File: config.mk
export PLATFORM = sky130hd
export DESIGN_NAME = eob_crc_sequencer
export DESIGN_NICKNAME = d
export VERILOG_FILES = /design/src/rtl/eob_seq_pkg.sv /design/src/rtl/eob_strobe_counter.sv /design/src/rtl/eob_event_decode.sv /design/src/rtl/eob_word_source.sv /design/src/rtl/eob_crc_sequencer.sv
export SDC_FILE = /design/constraint.sdc
export NUM_CORES = 1
export LEC_CHECK = 0
export BUFFER_PORTS_ARGS = -buffer_cell sky130_fd_sc_hd__buf_2
export CORE_MARGIN = 10
export CORE_UTILIZATION = 46
export CTS_CLUSTER_SIZE = 10
export DETAILED_ROUTE_END_ITERATION = 8
export PLACE_DENSITY = 0.75
export SKIP_CTS_REPAIR_TIMING = 1
export SLEW_MARGIN = 20
export SYNTH_ARGS = -nofsm -noshare
export SYNTH_HDL_FRONTEND = slang
export SYNTH_HIERARCHICAL = 1
export SYNTH_SLANG_ARGS = --single-unit
export TNS_END_PERCENT = 50
File: constraint.sdc
create_clock -name clk -period 1.85 [get_ports clk]
set_clock_uncertainty 0.1 [all_clocks]
set_input_delay 0.37 -clock clk [delete_from_list [all_inputs] [get_ports clk]]
set_output_delay 0.37 -clock clk [all_outputs]
set_load 0.01 [all_outputs]
File: src/rtl/eob_seq_pkg.sv
package eob_seq_pkg;

   // Smallest counter width that holds 0..n.
   function automatic int unsigned cnt_width(input int unsigned n);
      return (n < 2) ? 1 : $clog2(n + 1);
   endfunction

   typedef enum logic {
      SEQ_IDLE = 1'b0,
      SEQ_RUN  = 1'b1
   } seq_mode_e;

endpackage

File: src/rtl/eob_strobe_counter.sv
module eob_strobe_counter
   import eob_seq_pkg::*;
#(
   parameter int unsigned END_COUNT = 8,
   localparam int unsigned CNT_W    = cnt_width(END_COUNT)
) (
   input  logic             clk,
   input  logic             rst_n,
   input  logic             start_req,
   input  logic             strobe,
   output logic             running,
   output logic             start_ok,
   output logic             step,
   output logic [CNT_W-1:0] count
);

   localparam logic [CNT_W-1:0] LAST_IDX = CNT_W'(END_COUNT - 1);

   seq_mode_e mode_q;

   assign running  = (mode_q == SEQ_RUN);
   assign start_ok = start_req && !running;
   assign step     = strobe && running;

   always_ff @(posedge clk) begin
      if (!rst_n) begin
         mode_q <= SEQ_IDLE;
         count  <= '0;
      end else if (start_ok) begin
         mode_q <= SEQ_RUN;
         count  <= '0;
      end else if (step) begin
         if (count == LAST_IDX) begin
            mode_q <= SEQ_IDLE;
            count  <= '0;
         end else begin
            count <= count + 1'b1;
         end
      end
   end

   // the count never reaches the terminal value while running
   assert_count_bound_R5: assert property (@(posedge clk) disable iff (!rst_n)
      count < CNT_W'(END_COUNT));

   // a start request while running leaves the count alone
   assert_restart_ignored_R6: assert property (@(posedge clk) disable iff (!rst_n)
      (running && start_req && !strobe) |=> $stable(count));

   // idle holds the count at zero
   assert_idle_zero_R2: assert property (@(posedge clk) disable iff (!rst_n)
      !running |-> (count == '0));

endmodule

File: src/rtl/eob_event_decode.sv
module eob_event_decode
   import eob_seq_pkg::*;
#(
   parameter int unsigned INS_COUNT = 3,
   parameter int unsigned END_COUNT = 8,
   localparam int unsigned CNT_W    = cnt_width(END_COUNT)
) (
   input  logic             clk,
   input  logic             rst_n,
   input  logic             step,
   input  logic [CNT_W-1:0] count,
   output logic             ins_pulse,
   output logic             end_pulse
);

   localparam logic [CNT_W-1:0] INS_IDX = CNT_W'(INS_COUNT - 1);
   localparam logic [CNT_W-1:0] END_IDX = CNT_W'(END_COUNT - 1);

   always_ff @(posedge clk) begin
      if (!rst_n) begin
         ins_pulse <= 1'b0;
         end_pulse <= 1'b0;
      end else begin
         ins_pulse <= step && (count == INS_IDX);
         end_pulse <= step && (count == END_IDX);
      end
   end

   // single-cycle pulses, never coincident
   assert_ins_single_R9: assert property (@(posedge clk) disable iff (!rst_n)
      ins_pulse |=> !ins_pulse);
   assert_end_single_R9: assert property (@(posedge clk) disable iff (!rst_n)
      end_pulse |=> !end_pulse);
   assert_no_overlap_R9: assert property (@(posedge clk) disable iff (!rst_n)
      !(ins_pulse && end_pulse));

   // each pulse follows a counted strobe
   assert_ins_after_step_R3: assert property (@(posedge clk) disable iff (!rst_n)
      $rose(ins_pulse) |-> $past(step));
   assert_end_after_step_R4: assert property (@(posedge clk) disable iff (!rst_n)
      $rose(end_pulse) |-> $past(step));

endmodule

File: src/rtl/eob_word_source.sv
module eob_word_source #(
   parameter int unsigned WORD_W     = 8,
   parameter bit          LATCH_WORD = 1'b1
) (
   input  logic              clk,
   input  logic              rst_n,
   input  logic              capture,
   input  logic              running,
   input  logic [WORD_W-1:0] cfg,
   output logic [WORD_W-1:0] word
);

   generate
      if (LATCH_WORD) begin : g_latched
         logic [WORD_W-1:0] word_q;

         always_ff @(posedge clk) begin
            if (!rst_n) begin
               word_q <= '0;
            end else if (capture) begin
               word_q <= cfg;
            end
         end

         assign word = word_q;

         // the word holds steady while a sequence runs
         assert_word_held_R8: assert property (@(posedge clk) disable iff (!rst_n)
            (running && !capture) |=> $stable(word));
         // an accepted start loads the configured value
         assert_word_loaded_R8: assert property (@(posedge clk) disable iff (!rst_n)
            capture |=> (word == $past(cfg)));
      end else begin : g_passthru
         assign word = cfg;
      end
   endgenerate

endmodule

File: src/rtl/eob_crc_sequencer.sv
module eob_crc_sequencer
   import eob_seq_pkg::*;
#(
   parameter int unsigned WORD_W     = 8,
   parameter int unsigned INS_COUNT  = 3,
   parameter int unsigned END_COUNT  = 8,
   parameter bit          LATCH_WORD = 1'b1
) (
   input  logic              clk,
   input  logic              rst_n,
   input  logic              eob_stb,
   input  logic              wclk_stb,
   input  logic [WORD_W-1:0] chk_cfg,
   output logic              crc_sel,
   output logic [WORD_W-1:0] chk_word,
   output logic              wr_reset
);

   localparam int unsigned CNT_W = cnt_width(END_COUNT);

   generate
      if (WORD_W < 1) begin : g_bad_width
         $error("eob_crc_sequencer: WORD_W must be at least 1");
      end
      if (INS_COUNT < 1) begin : g_bad_ins
         $error("eob_crc_sequencer: INS_COUNT must be at least 1");
      end
      if (END_COUNT <= INS_COUNT) begin : g_bad_end
         $error("eob_crc_sequencer: END_COUNT must exceed INS_COUNT");
      end
   endgenerate

   logic             running;
   logic             start_ok;
   logic             step;
   logic [CNT_W-1:0] count;

   eob_strobe_counter #(
      .END_COUNT (END_COUNT)
   ) u_counter (
      .clk       (clk),
      .rst_n     (rst_n),
      .start_req (eob_stb),
      .strobe    (wclk_stb),
      .running   (running),
      .start_ok  (start_ok),
      .step      (step),
      .count     (count)
   );

   eob_event_decode #(
      .INS_COUNT (INS_COUNT),
      .END_COUNT (END_COUNT)
   ) u_decode (
      .clk       (clk),
      .rst_n     (rst_n),
      .step      (step),
      .count     (count),
      .ins_pulse (crc_sel),
      .end_pulse (wr_reset)
   );

   eob_word_source #(
      .WORD_W     (WORD_W),
      .LATCH_WORD (LATCH_WORD)
   ) u_word (
      .clk     (clk),
      .rst_n   (rst_n),
      .capture (start_ok),
      .running (running),
      .cfg     (chk_cfg),
      .word    (chk_word)
   );

   // no pulse ever follows a strobe seen while idle
   assert_idle_quiet_R2: assert property (@(posedge clk) disable iff (!rst_n)
      (!running && !eob_stb) |=> !(crc_sel || wr_reset));

   // the strobe that shares a cycle with the start is not counted
   assert_start_strobe_dropped_R7: assert property (@(posedge clk) disable iff (!rst_n)
      start_ok |=> (count == '0));

endmodule

==> summary.md, run 1 <==
| Metric | Value |
|---|---|
| FILL cells | `127` |
| Most used flip-flop cell after synthesis | `dfxtp_1` |
| R2r startpoint | `u_counter/count[0]$_SDFFE_PP0P_` |
| Area of all sequential standard cells | `300 sq um` |
| Final count of pins violating max slew | `0` |
| Synthesized net count | `72` |
| Worst-case register-to-register setup slack | `0.42 ns` |
| Die Y | `56.5 microns` |
| DRC | `0` |
| Netlist Area Pre-Place | `around 600 sq um` |
| Headroom to the max-slew limit | `0.838` |
| Switching part of the total power | `0.229` |
| Combinational family with the most area after synthesis | `simple AND/OR/NAND/NOR gates` |
| Startpoint of the most critical hold path | `eob_stb` |
| Initial antenna violation count | `0` |
| Remaining number of nets flagged by the antenna check after routing | `0` |
| Worst Path Required | `1.96 ns` |
| Clock latency of the later-clocked register in the worst-skew pair | `between 0.2 and 0.3 ns` |
| Register area share after synthesis | `0.490` |
| Clock root cell | `clkbuf_4` |
| Total wire length | `between 1000 and 1500 microns` |
| Internal power | `0.000453 W` |
| Via count of the first global-routing pass | `425` |
| Area fraction of the dominant cell type after synthesis | `0.490` |
| Detail-routed via count per cell | `4.81` |
| Reg2Reg Depth | `3` |
| Longest Clk Path Bufs | `2` |
| FP Rows | `13` |
| Post-placement worst setup slack | `approximately 0.43 ns` |
| Library cell occupying the most area in the post-synthesis netlist | `dfxtp_1` |
| Synth area leaders | `dfxtp_1 49%, mux2i_1 13%, nor2b_1 8.2%, nand4b_4 3.9%, a21oi_1 2.4%` |
| Wire per inst | `between 10 and 15 microns` |
| Buffers on Ports | `21` |
| Unrepaired setup endpoints after global routing | `no` |
| Post-synth ARST share | `0` |
| Synthesized-area fraction occupied by ao, oa, aoi and oai cells | `0.0551` |
| Arithmetic-cell share of the synthesized area counting full adders, half adders and majority gates | `0.0204` |
| Maximum level of the CTS H-tree | `1` |
| Sequential share of power | `0.586` |
| Worst Hold Depth | `3` |
| Die ar. | `0.00319 sq mm` |
| Final Wtd Congestion | `0.724` |
| Number of buffers added by the clock tree synthesis step | `3` |
| Result of the run | `completed` |
| Clock tree from TritonCTS | `built` |
| Worst setup path class | `flip-flop to flip-flop` |
| Clock sink total | `15` |
| Gr ovfl total | `0` |
| Worst hold endpoint | `u_counter/running$_SDFFE_PN0P_` |
| Number of storage elements in the synthesis netlist | `15` |
| Share of synthesized area spent on multiplexers | `0.131` |
| Final hold violation count | `0` |
| Number of synthesized flops with an enable pin | `0` |
| Ratio of cells with drive above 1 in the final layout | `0.337` |
| Overall via count from detail_route | `approximately 470` |
| Worst IR Drop VDD | `0.395 mV` |
| Commonest cells in the synthesized netlist | `15 x dfxtp_1, 8 x mux2i_1, 8 x nor2b_1` |
| Largest net degree at the start of global routing | `12` |
| Final worst-path setup slack | `0.421 ns` |
| Tightest Hold Check Type | `input port to flip-flop` |
| Yosys cell types | `20` |
| Synthesized-area fraction occupied by and/or/nand/nor cells | `0.259` |
| Power Dens Cells | `between 700 and 800 mW/mm^2` |
| Static leakage power | `0.377 nW` |
| Setup-violating endpoint count in the final report | `0` |
| Period utilization | `0.773` |
| Global router's overall resource usage | `0.0765` |
| Initial standard-cell utilization of the core | `0.477` |
| Max-cap viol count | `0` |
| Crit path launch type | `flip-flop` |
| Clock transition at the register clock pins on the worst setup and hold paths after CTS | `approximately 0.080 ns` |
| Post-detailed-placement half-perimeter wirelength | `946 microns` |
| Multi-input logic area | `294 sq um` |
| Achievable Freq | `700 MHz` |
| Synthesis-to-finish area growth | `22.7%` |
| CP Launch Point | `u_counter/count[0]$_SDFFE_PP0P_` |
| Yosys warnings | `6` |
| Final critical delay including setup and external delays | `1.43 ns` |
| Global-route wire length before repair | `2000 microns` |
| Number of cells produced by synthesis | `59` |
| Antenna cells | `0` |
| Data arrival time at the worst-slack endpoint | `1.54 ns` |
| Total I/O pin count | `22` |
| Sum Neg Setup Slack | `0 ns` |
| Part of the power in the clock network | `0.299` |
| Die Span X | `56.5 microns` |
| Area share of xor/xnor cells in the synthesized design | `0.0143` |
| Number of iterations in the first detailed-routing pass | `4` |
| Switching power summed over all nets | `about 0.00013 W` |
| Worst-path maximum fanout | `6` |
| Measured slew at the worst slew-check pin | `0.244 ns` |
| Synthesized area divided by synthesized cell count | `10.4 sq um` |
| Capture point of the worst reg-to-reg path | `u_counter/count[3]$_SDFFE_PP0P_` |
| Combinational fraction of design power | `0.115` |
| Setup crit end kind | `flip-flop` |
| Iteration-0 DRC count of the detailed router | `13` |
| Layout net count | `97` |
| Core box area | `around 0.0013 sq mm` |
| Most numerous cell in the Yosys netlist | `dfxtp_1` |
==> logic make-up after synthesis <==
family	after synthesis
muxes	8
DFF	15
and+or+nand+nor	25
xor gates and xnor gates	1
buffers and inverters	3
AOI/OAI and AO/OA	6
adders and majority gates	1
==> power by group through the flow <==
stage,clock [W],sequential [W],combinational [W]
floorplan,0,0.000356,0.0000362
global placement,0,0.000351,0.0000682
detailed placement,0,0.000352,0.0000694
CTS,0.000183,0.000344,0.0000694
global route,0.000200,0.000346,0.0000757
finish,0.000176,0.000344,0.0000677
==> worst max path at each step <==
| stage | end | slack (ns) | depth (start not counted) |
|---|---|---|---|
| after floorplan | u_counter/count[3]$_SDFFE_PP0P_ | 0.51 | 3 |
| after global placement | u_counter/count[3]$_SDFFE_PP0P_ | 0.48 | 3 |
| after detailed placement | u_counter/count[3]$_SDFFE_PP0P_ | 0.43 | 3 |
| after CTS | u_counter/count[3]$_SDFFE_PP0P_ | 0.42 | 3 |
| after global routing | u_counter/count[3]$_SDFFE_PP0P_ | 0.36 | 3 |
| final | u_counter/count[3]$_SDFFE_PP0P_ | 0.42 | 3 |
==> registers in the layout (all words and copies together), names as in the netlist <==
signal / flops
u_counter/running: 1
u_counter/count: 4
u_word/word: 8
u_decode/end_pulse: 1
u_decode/ins_pulse: 1
==> cell usage in the layout, fill, tap and decap left out <==
cell type / Yosys / routed
a21oi_1: 3 / 3
and2b_2: 1 / 1
buf_2: 0 / 21
clkbuf_1: 0 / 1
clkbuf_4: 0 / 3
dfxtp_1: 15 / 15
ha_1: 1 / 1
inv_1: 2 / 2
mux2i_1: 8 / 8
nand2_1: 4 / 4
nand2_2: 1 / 1
nand2b_1: 1 / 1
nand3_1: 3 / 3
nand4b_4: 1 / 1
nor2_1: 3 / 3
nor2b_1: 8 / 8
nor3_1: 1 / 1
nor3_2: 1 / 1
o2111ai_1: 1 / 1
o21ai_0: 2 / 2
or4_1: 1 / 1
xor2_1: 1 / 1
==> cell type report <==
class                   count  area share
flip-flops and latches     15       0.399
well taps                  15      0.0250
multi-input cells          41       0.391
clock buffers               4      0.0349
inverters                   2     0.00998
repair buffers             21       0.140
==> per-stage QoR <==
stage               instance area [sq um]  std cells  hold WS, ns  power, W  utilization
floorplan                             613         59        0.375  0.000393            -
global placement                      726         94        0.389  0.000419        0.565
detailed placement                    726         94        0.396  0.000421        0.565
CTS                                   752         98        0.251  0.000597        0.585
global route                          752         98        0.254  0.000622        0.585
finish                                752         98        0.251  0.000588        0.585
==> layer usage <==
| metal | part of all wire | track usage |
|---|---|---|
| met3 | 0.087 | 0.0315 |
| met5 | 0 | 0 |
| met2 | 0.43 | 0.102 |
| met4 | 0.015 | 0.0619 |
| met1 | 0.46 | 0.0921 |
==> worst max-delay path: stages (launching register included) <==
cell and delay (ns):
dfxtp_1 0.37, ha_1 0.25, or4_1 0.50, a21oi_1 0.15
No activity file was read; power rests on OpenSTA's default activity.
==> run 2, diff against run 1 <==
==> constraint.sdc (replaced) <==
create_clock -name clk -period 1.4 [get_ports clk]
set_clock_uncertainty 0.1 [all_clocks]
set_input_delay 0.28 -clock clk [delete_from_list [all_inputs] [get_ports clk]]
set_output_delay 0.28 -clock clk [all_outputs]
set_load 0.01 [all_outputs]
==> summary.md, run 2 (synthesis gave the netlist of run 1 again) <==
| Metric | Value |
|---|---|
| Result of the run | `completed` |
| Global-route wire length before repair | `2080 microns (+4.1%)` |
| Routed metal-1 wirelength | `529 microns (-1.1%)` |
| Total placed instance area | `748 sq um (+3.1%)` |
| Amount of wire on met2 after detailed routing | `539 microns (+7.6%)` |
| Clock latency of the later-clocked register in the worst-skew pair | `0.28 ns (about the same)` |
| Multi-input logic area | `297 sq um (+0.85%)` |
| Final critical delay including setup and external delays | `1.34 ns (-0.0898 ns)` |
| Achievable Freq | `747 MHz (+6.7%)` |
| Number of iterations in the first detailed-routing pass | `2 (-2)` |
| Slowest cell on crit path | `or4_1` |
| Buffers on Ports | `21 (unchanged)` |
| Post-route design area | `777 sq um (+3.3%)` |
| Area of all sequential standard cells | `300 sq um (unchanged)` |
| Final worst-path setup slack | `0.0604 ns (-0.360 ns)` |
| Via count of the first global-routing pass | `485 (+14%)` |
| DRC | `0 (unchanged)` |
| Max reg flops | `8 (unchanged)` |
| Headroom to the max-slew limit | `0.837 (-0.00104)` |
| Worst-path maximum fanout | `6 (unchanged)` |
| Met3 wire len | `117 microns (+17%)` |
| Overall via count from detail_route | `486 (+3.2%)` |
| Uppermost routed layer | `met4` |
| Remaining number of nets flagged by the antenna check after routing | `0 (unchanged)` |
| Worst setup path class | `flip-flop to flip-flop` |
| Die Y | `56.5 microns (unchanged)` |
| FILL cells | `123 (-3.1%)` |
| Sum Neg Setup Slack | `0 ns (unchanged)` |
| Max-cap viol count | `0 (unchanged)` |
| Largest net degree at the start of global routing | `12 (unchanged)` |
| Longest Clk Path Bufs | `2 (unchanged)` |
| Leading cell type in the layout, fill and taps excluded | `buf_2` |
| Die Span X | `56.5 microns (unchanged)` |
| Tightest Hold Check Type | `input port to flip-flop` |
| Unrepaired setup endpoints after global routing | `no` |
| Static leakage power | `0.390 nW (+3.5%)` |
| Most frequent cells in the layout | `21 x buf_2, 15 x dfxtp_1, 8 x mux2i_1, 8 x nor2b_1, 4 x nand2_1` |
| Worst IR Drop VDD | `0.691 mV (+75%)` |
| Gr ovfl total | `0 (unchanged)` |
| Chain of cells forming the critical path | `nand2_2 > or4_1 > a21oi_1` |
| Detail-routed via count per cell | `4.81 (+0.12%)` |
| Number of buffers added by the clock tree synthesis step | `3 (unchanged)` |
| Die ar. | `0.00319 sq mm (unchanged)` |
| Initial standard-cell utilization of the core | `0.477 (unchanged)` |
| Power Dens Cells | `1010 mW/mm^2 (+29%)` |
| Clock root cell | `clkbuf_4` |
| Crit path max-delay family | `simple AND/OR/NAND/NOR gates` |
| Setup crit end kind | `flip-flop` |
| Period utilization | `0.957 (+0.184)` |
| Worst Hold Depth | `3 (unchanged)` |
| Data arrival time at the worst-slack endpoint | `1.45 ns (-0.09 ns)` |
| Post-Route Hold Slack | `0.157 ns (-0.0949 ns)` |
| Measured slew at the worst slew-check pin | `0.245 ns (+0.00156 ns)` |
| Maximum level of the CTS H-tree | `1 (unchanged)` |
| Post-layout utilization of the core | `0.605 (+0.0195)` |
| Wire per inst | `12.0 microns (+2.4%)` |
| Total I/O pin count | `22 (unchanged)` |
| Clock tree from TritonCTS | `built` |
| FP Rows | `13 (unchanged)` |
| Final Wtd Congestion | `0.722 (-0.28%)` |
| Levels on crit path | `3 (unchanged)` |
| Clock sink total | `15 (unchanged)` |
| Iteration-0 DRC count of the detailed router | `1 (-12)` |
| Initial antenna violation count | `0 (unchanged)` |
| Synthesis-to-finish area growth | `26.7%` |
| Largest stage delay, worst path | `0.48 ns (-0.02 ns)` |
| Clock transition at the register clock pins on the worst setup and hold paths after CTS | `0.08 ns (about the same)` |
| Setup-violating endpoint count in the final report | `0 (unchanged)` |
| Final count of pins violating max slew | `0 (unchanged)` |
| Final hold violation count | `0 (unchanged)` |
| Worst Path Required | `1.51 ns (-0.45 ns)` |
| Crit path launch type | `flip-flop` |
| Antenna cells | `0 (unchanged)` |
| Buf+Inv Stages, Crit Path | `0 (unchanged)` |
| Global router's overall resource usage | `0.0808 (+0.00430)` |
| Worst-case register-to-register setup slack | `0.06 ns (-0.36 ns)` |
| Post-placement worst setup slack | `0.0638 ns (-0.361 ns)` |
| Layout net count | `100 (+3.1%)` |
| Total wire length | `1220 microns (+5.6%)` |
| Ratio of cells with drive above 1 in the final layout | `0.372 (+0.0347)` |
| Reg2Reg Depth | `3 (unchanged)` |
| Core box area | `0.00128 sq mm (unchanged)` |
[run 2: worst paths after layout]
| kind | start | to |
|---|---|---|
| worst min-delay path | chk_cfg[7] | u_word/word[7]$_SDFFE_PN0P_ |
| worst min register to register | u_word/word[7]$_SDFFE_PN0P_ | u_word/word[7]$_SDFFE_PN0P_ |
| worst max-delay path | u_counter/running$_SDFFE_PN0P_ | u_counter/count[3]$_SDFFE_PP0P_ |
| worst max register to register | u_counter/running$_SDFFE_PN0P_ | u_counter/count[3]$_SDFFE_PP0P_ |
[run 2: worst reg2reg max path: stages, from the launching register on]
cell     delay, ns
dfxtp_1       0.42
nand2_2       0.12
or4_1         0.48
a21oi_1       0.15
[run 2: stage by stage]
| step | power, W | cells |
|---|---|---|
| after floorplan | 0.000519 | 59 |
| after global placement | 0.000556 | 97 |
| after detailed placement | 0.000559 | 97 |
| after CTS | 0.000795 | 101 |
| after global routing | 0.000823 | 101 |
| final | 0.000785 | 101 |
[run 2: power breakdown]
group / total (W) / switching (W) / internal [W]
registers: 0.000453 / 0.00000942 / 0.000444
logic: 0.0000941 / 0.0000474 / 0.0000467
clock network: 0.000238 / 0.000127 / 0.000110
[run 2: layout make-up]
class | instances | share of cell area
Sequential cell | 15 | 0.386
Multi-Input combinational cell | 41 | 0.382
Timing Repair Buffer | 24 | 0.164
Clock buffer | 4 | 0.0338
Tap cell | 15 | 0.0242
Inverter | 2 | 0.00966
[run 2: per-layer routing]
layer | up-vias | global-route usage
met5 | - | 0
met3 | 4 | 0.0337
li1 | 259 | -
met2 | 15 | 0.124
met4 | 0 | 0.0722
met1 | 208 | 0.0814
==> run 3, diff against run 2 <==
--- a/config.mk
+++ b/config.mk
@@ -5,12 +5,12 @@
 export SDC_FILE = /design/constraint.sdc
 export NUM_CORES = 1
 export LEC_CHECK = 0
-export BUFFER_PORTS_ARGS = -buffer_cell sky130_fd_sc_hd__buf_2
-export CORE_MARGIN = 10
-export CORE_UTILIZATION = 46
+export CORE_AREA = 10 10 47 49
 export CTS_CLUSTER_SIZE = 10
 export DETAILED_ROUTE_END_ITERATION = 8
-export PLACE_DENSITY = 0.75
+export DIE_AREA = 0 0 57 59
+export DONT_BUFFER_PORTS = 1
+export PLACE_DENSITY = 0.69
 export SKIP_CTS_REPAIR_TIMING = 1
 export SLEW_MARGIN = 20
 export SYNTH_ARGS = -nofsm -noshare
==> summary.md, run 3 (synthesis gave the netlist of run 1 again) <==
| Metric | Value |
|---|---|
| Iteration-0 DRC count of the detailed router | `7 (+6)` |
| Setup crit end kind | `flip-flop` |
| Measured slew at the worst slew-check pin | `0.250 ns (+0.00445 ns)` |
| Sum Neg Setup Slack | `0 ns (unchanged)` |
| Worst Path Required | `1.51 ns (about the same)` |
| Largest net degree at the start of global routing | `12 (unchanged)` |
| Gr ovfl total | `0 (unchanged)` |
| Final count of pins violating max slew | `0 (unchanged)` |
| Clock tree from TritonCTS | `built` |
| Number of buffers added by the clock tree synthesis step | `3 (unchanged)` |
| Routed metal-1 wirelength | `501 microns (-5.3%)` |
| Max reg flops | `8 (unchanged)` |
| Final Wtd Congestion | `0.824 (+14%)` |
| Via count of the first global-routing pass | `430 (-11%)` |
| Detail-routed via count per cell | `5.05 (+4.9%)` |
| Maximum level of the CTS H-tree | `1 (unchanged)` |
| Initial antenna violation count | `0 (unchanged)` |
| Number of iterations in the first detailed-routing pass | `4 (+2)` |
| Layout net count | `81 (-19%)` |
| Data arrival time at the worst-slack endpoint | `1.43 ns (-0.02 ns)` |
| Clock sink total | `15 (unchanged)` |
| Amount of wire on met2 after detailed routing | `523 microns (-3.0%)` |
| Total wire length | `1150 microns (-5.3%)` |
| DRC | `0 (unchanged)` |
| Wire per inst | `13.9 microns (+15%)` |
| Unrepaired setup endpoints after global routing | `no` |
| Final critical delay including setup and external delays | `1.32 ns (-0.0201 ns)` |
| FILL cells | `139 (+13%)` |
| Power Dens Cells | `1100 mW/mm^2 (+8.8%)` |
| Global-route wire length before repair | `2040 microns (-2.3%)` |
| Static leakage power | `0.307 nW (-21%)` |
| Headroom to the max-slew limit | `0.834 (-0.00297)` |
| Final hold violation count | `0 (unchanged)` |
| Total placed instance area | `659 sq um (-12%)` |
| Core box area | `0.00140 sq mm (+9.1%)` |
| Worst-case register-to-register setup slack | `0.08 ns (+0.02 ns)` |
| Die Span X | `57 microns (+0.88%)` |
| Result of the run | `completed` |
| Power consumption | `0.000754 W (-4.0%)` |
| Period utilization | `0.942 (-0.0144)` |
| Max-cap viol count | `0 (unchanged)` |
| Reg2Reg Depth | `3 (unchanged)` |
| Clock latency of the later-clocked register in the worst-skew pair | `0.27 ns (about the same)` |
| Worst Hold Depth | `1 (-2)` |
| Longest Clk Path Bufs | `2 (unchanged)` |
| Post-layout utilization of the core | `0.489 (-0.115)` |
| Die ar. | `0.00336 sq mm (+5.3%)` |
| Global router's overall resource usage | `0.0770 (-0.00375)` |
| Remaining number of nets flagged by the antenna check after routing | `0 (unchanged)` |
| Tightest Hold Check Type | `input port to flip-flop` |
| Post-route design area | `686 sq um (-12%)` |
| Total I/O pin count | `22 (unchanged)` |
| Clock root cell | `clkbuf_4` |
| Uppermost routed layer | `met4` |
| Die Y | `59 microns (+4.4%)` |
| Setup-violating endpoint count in the final report | `0 (unchanged)` |
| Antenna cells | `0 (unchanged)` |
| Clock transition at the register clock pins on the worst setup and hold paths after CTS | `0.09 ns (about the same)` |
| Crit path launch type | `flip-flop` |
| Initial standard-cell utilization of the core | `0.437 (-0.0396)` |
| Post-detailed-placement half-perimeter wirelength | `about 930 microns` |
| Overall via count from detail_route | `419 (-14%)` |
| FP Rows | `14 (+1)` |
| Most frequent cells in the layout | `15 x dfxtp_1, 8 x mux2i_1, 8 x nor2b_1` |
| Buffers on Ports | `0 (-100%)` |
| Ratio of cells with drive above 1 in the final layout | `0.179 (-0.193)` |
| Worst IR Drop VDD | `0.477 mV (-31%)` |
| Post-Route Hold Slack | `0.0320 ns (-0.124 ns)` |
| Worst-path maximum fanout | `2 (-4)` |
| Worst setup path class | `flip-flop to flip-flop` |
| Synthesis-to-finish area growth | `11.8%` |
| Achievable Freq | `758 MHz (+1.5%)` |
| Leading cell type in the layout, fill and taps excluded | `dfxtp_1` |
| Met3 wire len | `112 microns (-4.3%)` |
run 3: per-layer routing:
layer	vias to the layer above	GRT usage
li1	217	-
met1	186	0.0787
met2	14	0.115
met3	2	0.0429
met4	0	0.0604
met5	-	0
run 3: layout make-up:
type	count	area [sq um]	area share
multi-input combinational	41	294	0.429
tap	16	20.0	0.0292
inverter	2	7.51	0.0109
timing repair buffer	5	37.5	0.0547
sequential	15	300	0.438
clock buffer	4	26.3	0.0383
run 3: final timing paths:
check                                  startpoint                         endpoint
setup / recovery  u_counter/count[0]$_SDFFE_PP0P_  u_counter/count[3]$_SDFFE_PP0P_
hold / removal                              rst_n      u_word/word[7]$_SDFFE_PN0P_
setup reg to reg  u_counter/count[0]$_SDFFE_PP0P_  u_counter/count[3]$_SDFFE_PP0P_
hold reg to reg   u_counter/count[3]$_SDFFE_PP0P_  u_counter/count[3]$_SDFFE_PP0P_
run 3: per-stage QoR:
step | setup WS (ns) | std cells
global placement | 0.102 | 79
global route | 0.00871 | 83
CTS | 0.0644 | 83
detailed placement | 0.0835 | 79
floorplan | 0.0581 | 59
finish | 0.0805 | 83
run 3: worst max-delay path: stages (launching register included):
cell	delay [ns]
dfxtp_1	0.32
ha_1	0.20
or4_1	0.51
a21oi_1	0.13
run 3: power by group:
group | switching (W) | total [W] | leakage (nW) | internal, W
sequential | 0.0000195 | 0.000463 | 0.123 | 0.000444
clock | 0.000125 | 0.000235 | 0.0150 | 0.000110
combinational | 0.0000257 | 0.0000548 | 0.170 | 0.0000292
total | 0.000170 | 0.000754 | 0.307 | 0.000583
